--- src/rtl/rst_cause_unit.sv ---
module rst_cause_unit #(
  parameter int ADDR_W = 16,
  parameter logic [ADDR_W-1:0] RAM_LO = 16'h0060,
  parameter logic [ADDR_W-1:0] RAM_HI = 16'h025F,
  parameter logic [ADDR_W-1:0] ROM_LO = 16'h8000,
  parameter logic [ADDR_W-1:0] ROM_HI = 16'hFFFF,
  parameter logic [7:0] STOP_OP = 8'h8E,
  parameter logic [255:0] LEGAL_MAP = ~((256'd1 << 8'h32) | (256'd1 << 8'h3B) | (256'd1 << 8'h75)),
  parameter int HOLD_CYC = 32
) (
  input  logic              clk,
  input  logic              por_n,
  input  logic              pin_n,
  input  logic              fetch,
  input  logic [ADDR_W-1:0] addr,
  input  logic [7:0]        opcode,
  input  logic              wdog_to,
  input  logic              sts_rd,
  output logic [4:0]        sts,
  output logic              pin_drive,
  output logic              rst_n
);
  localparam int CW = $clog2(HOLD_CYC + 1);
  localparam logic [CW-1:0] HOLD_V = CW'(HOLD_CYC);
  localparam logic [ADDR_W-1:0] RAM_SPAN = RAM_HI - RAM_LO;
  localparam logic [ADDR_W-1:0] ROM_SPAN = ROM_HI - ROM_LO;

  logic [CW-1:0]     cnt;
  logic [ADDR_W-1:0] ram_off, rom_off;
  logic              mapped, opc_bad, armed;
  logic              wd_hit, op_hit, ad_hit, int_hit, ext_hit;

  assign ram_off = addr - RAM_LO;
  assign rom_off = addr - ROM_LO;
  assign mapped  = (ram_off <= RAM_SPAN) || (rom_off <= ROM_SPAN);
  assign opc_bad = !LEGAL_MAP[opcode] || (opcode == STOP_OP);

  assign armed   = (cnt == '0);
  assign wd_hit  = armed && wdog_to;
  assign op_hit  = armed && fetch && opc_bad;
  assign ad_hit  = armed && fetch && !mapped;
  assign int_hit = wd_hit || op_hit || ad_hit;
  assign ext_hit = armed && !pin_n && !int_hit;

  always_ff @(posedge clk or negedge por_n) begin
    if (!por_n) begin
      sts <= 5'b10000;
      cnt <= '0;
    end else if (int_hit) begin
      sts <= {2'b00, wd_hit, op_hit, ad_hit};
      cnt <= HOLD_V;
    end else begin
      if (!armed) cnt <= cnt - 1'b1;
      if (ext_hit)     sts <= 5'b01000;
      else if (sts_rd) sts <= '0;
    end
  end

  assign pin_drive = !armed;
  assign rst_n     = pin_n && !pin_drive;
endmodule


--- config.mk ---
export PLATFORM = sky130hd
export DESIGN_NAME = rst_cause_unit
export DESIGN_NICKNAME = d
export VERILOG_FILES = /design/src/rtl/rst_cause_unit.sv
export SDC_FILE = /design/constraint.sdc
export NUM_CORES = 1
export LEC_CHECK = 0
export ABC_AREA = 1
export CORE_MARGIN = 1
export CORE_UTILIZATION = 44
export CTS_BUF_LIST = sky130_fd_sc_hd__clkbuf_2 sky130_fd_sc_hd__clkbuf_4 sky130_fd_sc_hd__clkbuf_8
export CTS_CLUSTER_DIAMETER = 200
export CTS_CLUSTER_SIZE = 14
export DETAILED_ROUTE_END_ITERATION = 8
export PLACE_DENSITY = 0.95
export SYNTH_ARGS = -nofsm -noshare
export SYNTH_HDL_FRONTEND = slang
export SYNTH_SLANG_ARGS = --single-unit
--- constraint.sdc ---
create_clock -name clk -period 2.5 [get_ports clk]
set_input_delay 0.375 -clock clk [delete_from_list [all_inputs] [get_ports clk]]
set_output_delay 0.375 -clock clk [all_outputs]
set_load 0.01 [all_outputs]
==> summary.md <==
| Metric | Value |
|---|---|
| Setup-failing EPs final | 0 |
| CP max FO | 10 |
| Largest net degree at the start of global routing | 12 |
| Hold WS | 432 ps |
| DRT iter0 DRCs | 17 |
| ANT cells | 0 |
| Reg2Reg Depth | 7 |
| Total Neg Setup Slack | 0 ps |
| Max cap viols | 0 |
| Port Buffer Count | 31 |
| RePlAce Congestion | 0.771 |
| Fmax | 0.449 GHz |
| Htree depth | 1 |
| CTS clk-pin slew, worst paths | 70 ps |
| Critical path type | reg2out |
| Antenna-violating nets left | 0 |
| Row cnt | 14 |
| CTS tree | yes |
| Final Hold Viols | 0 |
| Syn_nets | 137 |
| Vias in the first global route | 755 |
| I/O pins | 37 |
| Antenna violations before repair | 0 |
| Die Y | 43.8 µm |
| R2R Setup Slk | 1010 ps |
| Internal power | 0.443 mW |
| Crit-path leading delay family | buffers and inverters |
| Run status | finished, violations left |
| Die area | 0.00192 mm² |
| Worst setup EP type | output pin |
| Max_slew headroom | 0.676 |
| Die W | 43.8 µm |
| Worst Path Buf+Inv | 2 |
| Cts-stage hold buffer count | 0 |
| # resized after CTS | 0 |
| Worst-Margin Slew | 484 ps |
| Crit share post-route | 0.890 |
| Sequential fraction of the synthesis area | 0.360 |
| Combinational group share of total power | 0.405 |
| Max Buffers Root-to-Sink | 2 |
| HPWL after DPL | 1.38 mm |
| Hold Path Class | in2async |
| Vias | 743 |
| CP Data Required Time | 2120 ps |
| Remaining DRCs | 1 |
| First-pass GRT wire length | 2.93 mm |
| Total CTS buffers | 3 |
| Placeable Area | 0.00158 mm² |
| Power Density | 622 mW/mm² |
| Synthesized area per cell | 7.32 µm² |
| Failing checks | design-rule violations |
| Final design utilization | 0.716 |
| Total wire length | 1.61 mm |
| Remaining Overflow, GRT | 0 |
| CTS sink count | 11 |
| # nets final | 173 |
| Max Slew Vio Count | 0 |
| Crit path depth | 5 |
| RSZ-0062 raised after global routing | no |
| TritonRoute pass-1 iters | 6 |
| Crit path from | cnt[0] |
| WP data arrival | 1850 ps |
| Worst-path cell chain | inv_1 -> ha_1 -> nand3_4 -> nor2_1 -> clkdlybuf4s50_1 |
| GRT Overall Usage | 0.203 |
| Critical Path End | rst_n |
| Peak supply drop | 0.428 mV |
| Min Tclk post-route | 2220 ps |
| Tot Pwr | 0.702 mW |
| Cells after synthesis | 105 |
| YS warnings | 0 |
| Switch share | 0.369 |
| Seq pwr share | 0.410 |
| Clk pwr share | 0.185 |
| Setup bufs post-CTS | 0 |
| CP max stage delay | 540 ps |
| Switching power | 0.259 mW |
| Via/cell ratio | 4.76 |
| RR Startpoint | cnt[0] |
| Leakage power total | 0.553 nW |
| WL/cell | 10.3 µm |
| Number of distinct library cells after synthesis | 23 |
| FF+latch count, synth | 11 |
| Ratio of cells with drive above 1 in the final layout | 0.121 |
| CP startpoint kind | register |
| Worst path slowest cell | clkdlybuf4s50_1 |
| Worst skew pair latency | 270 ps |
| Starting Density | 0.487 |
| Synth-to-Final Area Change | 46.9% |
| Clock Skew | 7.68 ps |
| FF-to-FF End | sts[0] |
| CTS root buf | clkbuf_4 |
| Mapped Area | 768 µm² |
## worst min path at each step
| stage | from | to | slack, ps | cells after the start |
|---|---|---|---|---|
| 3_3_place_gp | sts[4] | sts[4] | 430 | 2 |
| 6_report | por_n | cnt[5] | 430 | 1 |
| 5_1_grt | por_n | sts[1] | 470 | 1 |
| 2_1_floorplan | por_n | cnt[0] | 80 | 0 |
| 3_5_place_dp | sts[4] | sts[4] | 430 | 2 |
| 4_1_cts | por_n | sts[1] | 450 | 1 |
## cell type report
cell class	instances	area, µm²
Inverter	18	67.6
Tap cell	16	20.0
Sequential cell	11	277
Clock buffer	4	30.0
Multi-Input combinational cell	76	424
Timing Repair Buffer	31	310
Fill cell	123	448
## registers in the layout, indices dropped and copies added, names as in the netlist
register  count
cnt           6
sts           5
## per-layer routing
metal / up-vias / share of wire / global-route usage
met5: - / 0 / 0
met4: 0 / 0 / 0.0313
met3: 0 / 0.042 / 0.0708
met2: 15 / 0.52 / 0.361
met1: 325 / 0.43 / 0.239
li1: 403 / - / -
## per-stage QoR
stage | setup slack (ps) | cells | cell area, µm²
3_5_place_dp | 542 | 152 | 1100
6_report | 275 | 156 | 1130
4_1_cts | 249 | 156 | 1130
3_3_place_gp | 582 | 152 | 1100
5_1_grt | 157 | 156 | 1130
2_1_floorplan | 1060 | 105 | 768
## power by group through the flow
stage	logic [mW]	clock network (mW)	registers, mW
2_1_floorplan	0.196	0	0.283
3_3_place_gp	0.272	0	0.288
3_5_place_dp	0.286	0	0.291
4_1_cts	0.288	0.135	0.287
5_1_grt	0.329	0.147	0.293
6_report	0.284	0.130	0.288
## logic make-up after synthesis
kind of cell,synth area share
flops,0.360
compound gates,0.0945
xor+xnor,0.0114
fa+ha+maj,0.0326
buf+inv,0.0879
mux,0.0130
simple gates,0.401
## cell usage after synthesis, drive strengths merged
| master | n | area share |
|---|---|---|
| mux2i | 1 | 0.013 |
| o2111ai | 1 | 0.011 |
| a21oi | 7 | 0.070 |
| o21ai | 2 | 0.013 |
| or2 | 1 | 0.0081 |
| inv | 18 | 0.088 |
| nor2 | 19 | 0.11 |
| dfstp | 1 | 0.034 |
| nand3b | 2 | 0.020 |
| dfrtp | 10 | 0.33 |
| nand2 | 28 | 0.15 |
| nor3 | 2 | 0.028 |
| xor2 | 1 | 0.011 |
| ha | 2 | 0.033 |
| nand3 | 5 | 0.049 |
| nand4 | 5 | 0.041 |
## placed cells by master (no fill, tap or decap)
cell type,synthesis,final
clkdlybuf4s50_1,0,31
nand2_1,25,25
inv_1,18,18
nor2_1,16,16
dfrtp_1,10,10
nand4_1,5,5
nand3_1,4,4
a21oi_1,4,4
clkbuf_4,0,4
nand2_2,3,3
nor2_2,2,2
nand3b_1,2,2
a21oi_2,2,2
o21ai_0,2,2
ha_1,2,2
nor2_4,1,1
nand3_4,1,1
nor3_4,1,1
a21oi_4,1,1
nor3_1,1,1
or2_2,1,1
o2111ai_1,1,1
xor2_1,1,1
mux2i_1,1,1
dfstp_2,1,1
## worst reg2reg max path, stage by stage (launching register included)
cell and delay, ps:
dfrtp_1 390, inv_1 80, ha_1 280, nand3_4 180
nor3_4 210, a21oi_4 110, nand4_1 80, nand2_1 60
Note: power is estimated with default switching activity, not from simulation.
